### src/rtl/mpf_pkg.sv
`timescale 1ns/1ps
package mpf_pkg;
  localparam int unsigned ILEN   = 32;
  localparam int unsigned REG_AW = 5;

  localparam logic [6:0] OPC_REG_REG = 7'b0110011;
  localparam logic [6:0] F7_MULDIV   = 7'b0000001;

  // operation select from insn[13:12] when insn[14] is clear
  typedef enum logic [1:0] {
    MF_LO  = 2'b00,
    MF_HSS = 2'b01,
    MF_HSU = 2'b10,
    MF_HUU = 2'b11
  } mul_fn_e;

  typedef struct packed {
    logic              is_mul;
    mul_fn_e           fn;
    logic [REG_AW-1:0] rd;
    logic [REG_AW-1:0] rs1;
    logic [REG_AW-1:0] rs2;
  } slot_dec_t;
endpackage

### src/rtl/mpf_slot_decode.sv
`timescale 1ns/1ps
module mpf_slot_decode
  import mpf_pkg::*;
(
  input  logic [ILEN-1:0] insn_i,
  input  logic            valid_i,
  output slot_dec_t       dec_o
);
  logic len_ok, opc_ok, f7_ok;

  always_comb begin
    len_ok = (insn_i[1:0] == 2'b11);
    opc_ok = (insn_i[6:0] == OPC_REG_REG);
    f7_ok  = (insn_i[31:25] == F7_MULDIV);
    dec_o.is_mul = valid_i && len_ok && opc_ok && f7_ok && !insn_i[14];
    dec_o.fn     = mul_fn_e'(insn_i[13:12]);
    dec_o.rd     = insn_i[11:7];
    dec_o.rs1    = insn_i[19:15];
    dec_o.rs2    = insn_i[24:20];
  end
endmodule

### src/rtl/mpf_pair_match.sv
`timescale 1ns/1ps
module mpf_pair_match
  import mpf_pkg::*;
(
  input  slot_dec_t hi_i,
  input  slot_dec_t lo_i,
  output logic      fuse_o
);
  logic kinds_ok, srcs_ok, dst_clear, dst_distinct;

  always_comb begin
    kinds_ok     = hi_i.is_mul && lo_i.is_mul && (hi_i.fn != MF_LO) && (lo_i.fn == MF_LO);
    srcs_ok      = (hi_i.rs1 == lo_i.rs1) && (hi_i.rs2 == lo_i.rs2);
    dst_clear    = (hi_i.rd != hi_i.rs1) && (hi_i.rd != hi_i.rs2);
    dst_distinct = (lo_i.rd != hi_i.rd);
    fuse_o       = kinds_ok && srcs_ok && dst_clear && dst_distinct;
  end
endmodule

### src/rtl/mpf_mul_core.sv
`timescale 1ns/1ps
module mpf_mul_core #(
  parameter int unsigned XLEN = 32
) (
  input  logic [XLEN-1:0]   a_i,
  input  logic [XLEN-1:0]   b_i,
  input  logic              a_signed_i,
  input  logic              b_signed_i,
  output logic [2*XLEN-1:0] prod_o
);
  logic [2*XLEN-1:0] a_ext, b_ext;

  // product modulo 2^(2*XLEN) of extended operands is exact for all variants
  always_comb begin
    a_ext  = {{XLEN{a_signed_i & a_i[XLEN-1]}}, a_i};
    b_ext  = {{XLEN{b_signed_i & b_i[XLEN-1]}}, b_i};
    prod_o = a_ext * b_ext;
  end
endmodule

### src/rtl/mpf_pair_fuse.sv
`timescale 1ns/1ps
module mpf_pair_fuse
  import mpf_pkg::*;
#(
  parameter int unsigned XLEN = 32
) (
  input  logic              clk_i,
  input  logic              rst_ni,
  input  logic [ILEN-1:0]   insn0_i,
  input  logic              insn0_valid_i,
  input  logic [ILEN-1:0]   insn1_i,
  input  logic              insn1_valid_i,
  input  logic [XLEN-1:0]   rs1_val_i,
  input  logic [XLEN-1:0]   rs2_val_i,
  output logic              wb0_en_o,
  output logic [REG_AW-1:0] wb0_addr_o,
  output logic [XLEN-1:0]   wb0_data_o,
  output logic              wb1_en_o,
  output logic [REG_AW-1:0] wb1_addr_o,
  output logic [XLEN-1:0]   wb1_data_o,
  output logic              fused_o,
  output logic [1:0]        consumed_o
);
  localparam int unsigned NSLOT = 2;
  localparam int unsigned PW    = 2 * XLEN;

  logic [NSLOT-1:0][ILEN-1:0] insn_w;
  logic [NSLOT-1:0]           vld_w;
  slot_dec_t                  dec [NSLOT];

  assign insn_w = {insn1_i, insn0_i};
  assign vld_w  = {insn1_valid_i, insn0_valid_i};

  for (genvar g = 0; g < NSLOT; g++) begin : g_slot
    mpf_slot_decode u_dec (
      .insn_i (insn_w[g]),
      .valid_i(vld_w[g]),
      .dec_o  (dec[g])
    );
  end

  logic fuse;
  mpf_pair_match u_match (
    .hi_i  (dec[0]),
    .lo_i  (dec[1]),
    .fuse_o(fuse)
  );

  logic          a_sgn, b_sgn;
  logic [PW-1:0] prod;
  logic [XLEN-1:0] prod_hi, prod_lo;

  assign a_sgn   = (dec[0].fn == MF_HSS) || (dec[0].fn == MF_HSU);
  assign b_sgn   = (dec[0].fn == MF_HSS);
  assign prod_hi = prod[PW-1:XLEN];
  assign prod_lo = prod[XLEN-1:0];

  mpf_mul_core #(.XLEN(XLEN)) u_mul (
    .a_i       (rs1_val_i),
    .b_i       (rs2_val_i),
    .a_signed_i(a_sgn),
    .b_signed_i(b_sgn),
    .prod_o    (prod)
  );

  logic              n_w0_en, n_w1_en;
  logic [REG_AW-1:0] n_w0_addr, n_w1_addr;
  logic [XLEN-1:0]   n_w0_data, n_w1_data;
  logic [1:0]        n_cnt;

  always_comb begin
    n_w0_en   = 1'b0;
    n_w0_addr = '0;
    n_w0_data = '0;
    n_w1_en   = 1'b0;
    n_w1_addr = '0;
    n_w1_data = '0;
    n_cnt     = 2'd0;
    if (fuse) begin
      n_cnt     = 2'd2;
      n_w0_en   = (dec[0].rd != '0);
      n_w0_addr = dec[0].rd;
      n_w0_data = prod_hi;
      n_w1_en   = (dec[1].rd != '0);
      n_w1_addr = dec[1].rd;
      n_w1_data = prod_lo;
    end else if (insn0_valid_i) begin
      n_cnt = 2'd1;
      if (dec[0].is_mul) begin
        n_w0_en   = (dec[0].rd != '0);
        n_w0_addr = dec[0].rd;
        n_w0_data = (dec[0].fn == MF_LO) ? prod_lo : prod_hi;
      end
    end
  end

  always_ff @(posedge clk_i or negedge rst_ni) begin
    if (!rst_ni) begin
      wb0_en_o   <= 1'b0;
      wb0_addr_o <= '0;
      wb0_data_o <= '0;
      wb1_en_o   <= 1'b0;
      wb1_addr_o <= '0;
      wb1_data_o <= '0;
      fused_o    <= 1'b0;
      consumed_o <= 2'd0;
    end else begin
      wb0_en_o   <= n_w0_en;
      wb0_addr_o <= n_w0_addr;
      wb0_data_o <= n_w0_data;
      wb1_en_o   <= n_w1_en;
      wb1_addr_o <= n_w1_addr;
      wb1_data_o <= n_w1_data;
      fused_o    <= fuse;
      consumed_o <= n_cnt;
    end
  end
endmodule

### config.mk
export PLATFORM = sky130hd
export DESIGN_NAME = mpf_pair_fuse
export DESIGN_NICKNAME = d
export VERILOG_FILES = /design/src/rtl/mpf_pkg.sv /design/src/rtl/mpf_slot_decode.sv /design/src/rtl/mpf_pair_match.sv /design/src/rtl/mpf_mul_core.sv /design/src/rtl/mpf_pair_fuse.sv
export SDC_FILE = /design/constraint.sdc
export NUM_CORES = 2
export LEC_CHECK = 0
export BUFFER_PORTS_ARGS = -buffer_cell sky130_fd_sc_hd__buf_2
export CORE_ASPECT_RATIO = 1.4
export CORE_MARGIN = 5
export CORE_UTILIZATION = 60
export CTS_CLUSTER_SIZE = 24
export DETAILED_ROUTE_END_ITERATION = 6
export PLACE_DENSITY = 0.83
export SYNTH_ARGS = -nofsm -noshare
export SYNTH_HDL_FRONTEND = slang
export SYNTH_SLANG_ARGS = --single-unit
### constraint.sdc
create_clock -name clk_i -period 1.2 [get_ports clk_i]
set_input_delay 0.18 -clock clk_i [delete_from_list [all_inputs] [get_ports clk_i]]
set_output_delay 0.18 -clock clk_i [all_outputs]
set_load 0.1 [all_outputs]
==> run metrics, run 1 <==
status=stopped before the end; Stopped at=5_1_grt; Err=[ERROR GRT-0232] Routing congestion too high. Check the congestion heatmap in the GUI.; Die W=231 um; worst ep type=register data pin; Synth Flop Type=dfrtp_1; Placed Instances=5944; Post-Syn Area=approximately 41000 sq um; Root Buffer=clkbuf_16; Worst EP post-GRT repair=wb0_data_o[31]$_DFF_PN0_/D; Area contributors post-synth=fa_1 55%, inv_1 11%, nand2_1 7.5%; clk sink count=78; FFs w/ async S/R, synth=between 90% and 100%; placer's final routability congestion estimate=0.983; sequential fraction of the synthesis area=between 4 and 5%; Syn. warnings=0; grt total ovfl=77; Std-Cell Rows=113; GRT Total Usage=between 60% and 70%; Post-synth EDFFs=0; DP Area=49500 sq um; Commonest cells post-synth=1205 x inv_1, 1125 x fa_1, 818 x nand2_1; synth unique cells=77; worst-case clock buffer depth=2; Syn Area/Cell=~9.1 sq um; Gate Count Post-Synth=4518; Syn Nets=roughly 6k; register bit count reported by yosys=78; TritonCTS Buffers=9; most common cell in the netlist=inv_1; DPL Wire Length=between 100000 and 150000 um; post-synth top area share=54.8%; Die Y=320 um; pin count of the biggest net entering global routing=30; Initial Utilization=between 60% and 70%; Ports=211; leading area contributor after synthesis=fa_1; H-Tree Depth=3; # port buffers=210
-- through the flow --
| stage | worst slack [ns] | hold WS (ns) | TNS, ns |
|---|---|---|---|
| 4_1_cts | -6.26 | 0.133 | -312.27 |
| 3_5_place_dp | -6.79 | 0.141 | -352.82 |
| 3_3_place_gp | -6.61 | 0.133 | -345.29 |
| 2_1_floorplan | -6.59 | -0.116 | -299.39 |
-- timing repair --
action / in CTS
setup buffers: 55
setup endpoints to repair: 74
pin swaps: 178
hold endpoints to repair: 25
gates resized for setup: 337
gates cloned: 2
hold buffers: 1
-- kinds of logic after synthesis --
kind of cell / count (synthesis) / share of synthesized area, %
buf+inv: 1436 / 13.2
fa+ha+maj: 1339 / 61.3
simple gates: 1333 / 14.7
compound gates: 221 / 3.67
xor+xnor: 102 / 2.17
flops: 78 / 4.75
mux: 9 / 0.225
-- layer usage --
metal,global-route usage [%],GRT overflow
met1,57.3,0
met2,78.5,42
met4,59.3,35
met5,26.6,0
met3,47.1,0
==> run 2, diff against run 1 <==
- CORE_ASPECT_RATIO: 1.4 -> unset
- CORE_UTILIZATION: 60 -> 40
- CTS_CLUSTER_SIZE: 24 -> unset
- PLACE_DENSITY: 0.83 -> unset
- PLACE_DENSITY_LB_ADDON: unset -> 0.15
==> run metrics, run 2 <==
Worst Setup Slack, final=-6.27 ns; Die W=331 um; leading area contributor after synthesis=fa_1; Max FO, Critical Path=7; sequential fraction of the synthesis area=4.75%; placer's final routability congestion estimate=0.876; initial antenna violation count=1; Root Buffer=clkbuf_16; most frequent cells in the layout=1132 x inv_1, 1075 x fa_1, 768 x nand2_1, 543 x buf_4, 253 x and2_1; Cells on Worst Hold Path=2; FFs w/ async S/R, synth=100%; synth unique cells=77; failing checks=setup timing; Std-Cell Rows=117; pin count of the biggest net entering global routing=28; vias in the first global route=~36k; Post-synth EDFFs=0; # DRC=0; global-route wire length before repair=roughly 200000 um; Slew Viols, Final=0; worst hold path type=in2reg; H-Tree Depth=3; core area=102000 sq um; post-route antenna net violation count=0; final setup fails=72; drt pass-1 iters=4; Final Hold Viols=0; Final period util=623%; FMAX=~130 MHz; # port buffers=210; unrepaired setup endpoints after global routing=true; TritonCTS clock tree=built; Syn Area/Cell=about 9.1 sq um; crit path kind=in2reg; TritonCTS Buffers=9; Commonest cells post-synth=1205 x inv_1, 1125 x fa_1, 818 x nand2_1; Syn Nets=5989; Critical Path AT=~7.7 ns; Nets=6706; Critical Path Start Type=primary input; routed wire length=124000 um; post-synth top area share=54.8%; maxcap violations=0; worst-margin pin slew=0.532 ns; Starting DRT DRC Count=1301; GRT Total Usage=23.6%; via count=31.6k; Util after Layout=a little over half; commonest non-fill, non-tap cell in the layout=inv_1; Critical Path RT=1.42 ns; most common cell in the netlist=inv_1; register bit count reported by yosys=78; biggest cell delay along the critical path=0.68 ns; hold path start=insn1_i[8]; Die ar.=109000 sq um; Die Y=331 um; Area contributors post-synth=fa_1 55%, inv_1 11%, nand2_1 7.5%; Clock transition at path regs=roughly 0.060 ns; Layout Area Growth over Synthesis=33.0%; critical path's slowest cell=fa_2; biggest regs=wb0_data_o x32, wb1_data_o x32; Post-Syn Area=41100 sq um; status=complete, but fails checks; vias per cell=4.78; Ports=211; Initial Utilization=~40%; Setup TNS Final=-313.74 ns; grt total ovfl=0; Gate Count Post-Synth=roughly 4.5k; Syn. warnings=0; worst rel slew slack=64.6%; layout cells sized above 1=28.1%; wire per inst=~19 um; Synth Flop Type=dfrtp_1; worst-case clock buffer depth=2; clk sink count=78; minimum clock period=7.47 ns; critical path endpoint category=register; DPL Wire Length=109000 um; WHS Endpoint=wb1_addr_o[1]
==> run 2: cell counts after synthesis <==
Identical to the previous run, type by type.
==> run 2: through the flow <==
step,worst slack [ns],area (sq um),hold WS [ns],instances
floorplan,-6.59,42800,-0.116,4518
global placement,-6.69,50600,0.130,6501
detailed placement,-6.75,50600,0.131,6501
CTS,-6.16,53500,0.147,6579
global route,-6.46,54700,0.148,6607
finish,-6.27,54700,0.154,6607
==> run 2: area by class of cell <==
type,count,area [sq um]
timing repair inverter,1,11.3
antenna,1,2.50
multi-input combinational,3004,36700
fill,9329,47200
clock inverter,3,68.8
tap,1368,1710
timing repair buffer,935,9420
inverter,1206,4560
clock buffer,11,253
sequential,78,1960
==> run 2: repair_timing <==
action / in CTS / in global routing
cloned: 5 / 1
hold buffers: 1 / 0
endpoints found under the setup margin: 72 / 74
pin swaps: 192 / 182
endpoints found under the hold margin: 22 / 0
gates resized for setup: 430 / 221
setup buffers: 63 / 33
==> run 2: cells by family (layout without fill, tap and decap cells) <==
family          count (synthesis)  in the layout  synth area share, %
buf+inv                      1436           2156                 13.2
fa+ha+maj                    1339           1339                 61.3
simple gates                 1333           1333                 14.7
compound gates                221            221                 3.67
xor+xnor                      102            102                 2.17
flops                          78             78                 4.75
mux                             9              9                0.225
other cells                     0              1                    0
==> run 2: worst max-delay path by stage <==
stage / end / startpoint / depth (start not counted)
detailed placement: wb0_data_o[31] / insn0_i[13] / 30
finish: wb0_data_o[25] / insn0_i[13] / 29
global placement: wb0_data_o[31] / insn0_i[13] / 30
global route: wb0_data_o[25] / insn0_i[13] / 28
floorplan: wb0_data_o[31] / insn0_i[13] / 33
CTS: wb0_data_o[31] / insn0_i[13] / 29
==> run 2: worst max-delay path: cells and delay by family <==
family	cells	cell delay (ns)
XOR/XNOR	1	0.11
buffers and inverters	9	0.80
AND/OR/NAND/NOR	7	1.28
adder cells (fa/ha/maj)	10	4.87
AO/OA/AOI/OAI	2	0.46
==> run 2: per-layer routing <==
layer / vias to the layer above / routed length [um] / GRT usage (%)
met4: 0 / 3700 / 5.67
met2: 578 / 66200 / 43.9
met5: - / 0 / 0
met3: 168 / 4030 / 1.90
li1: 14286 / - / -
met1: 16561 / 49900 / 30.0
Power of run 2 is left out: the tool's default activity adds up to more than one toggle a clock period on the data nets, which glitch-free logic cannot reach.
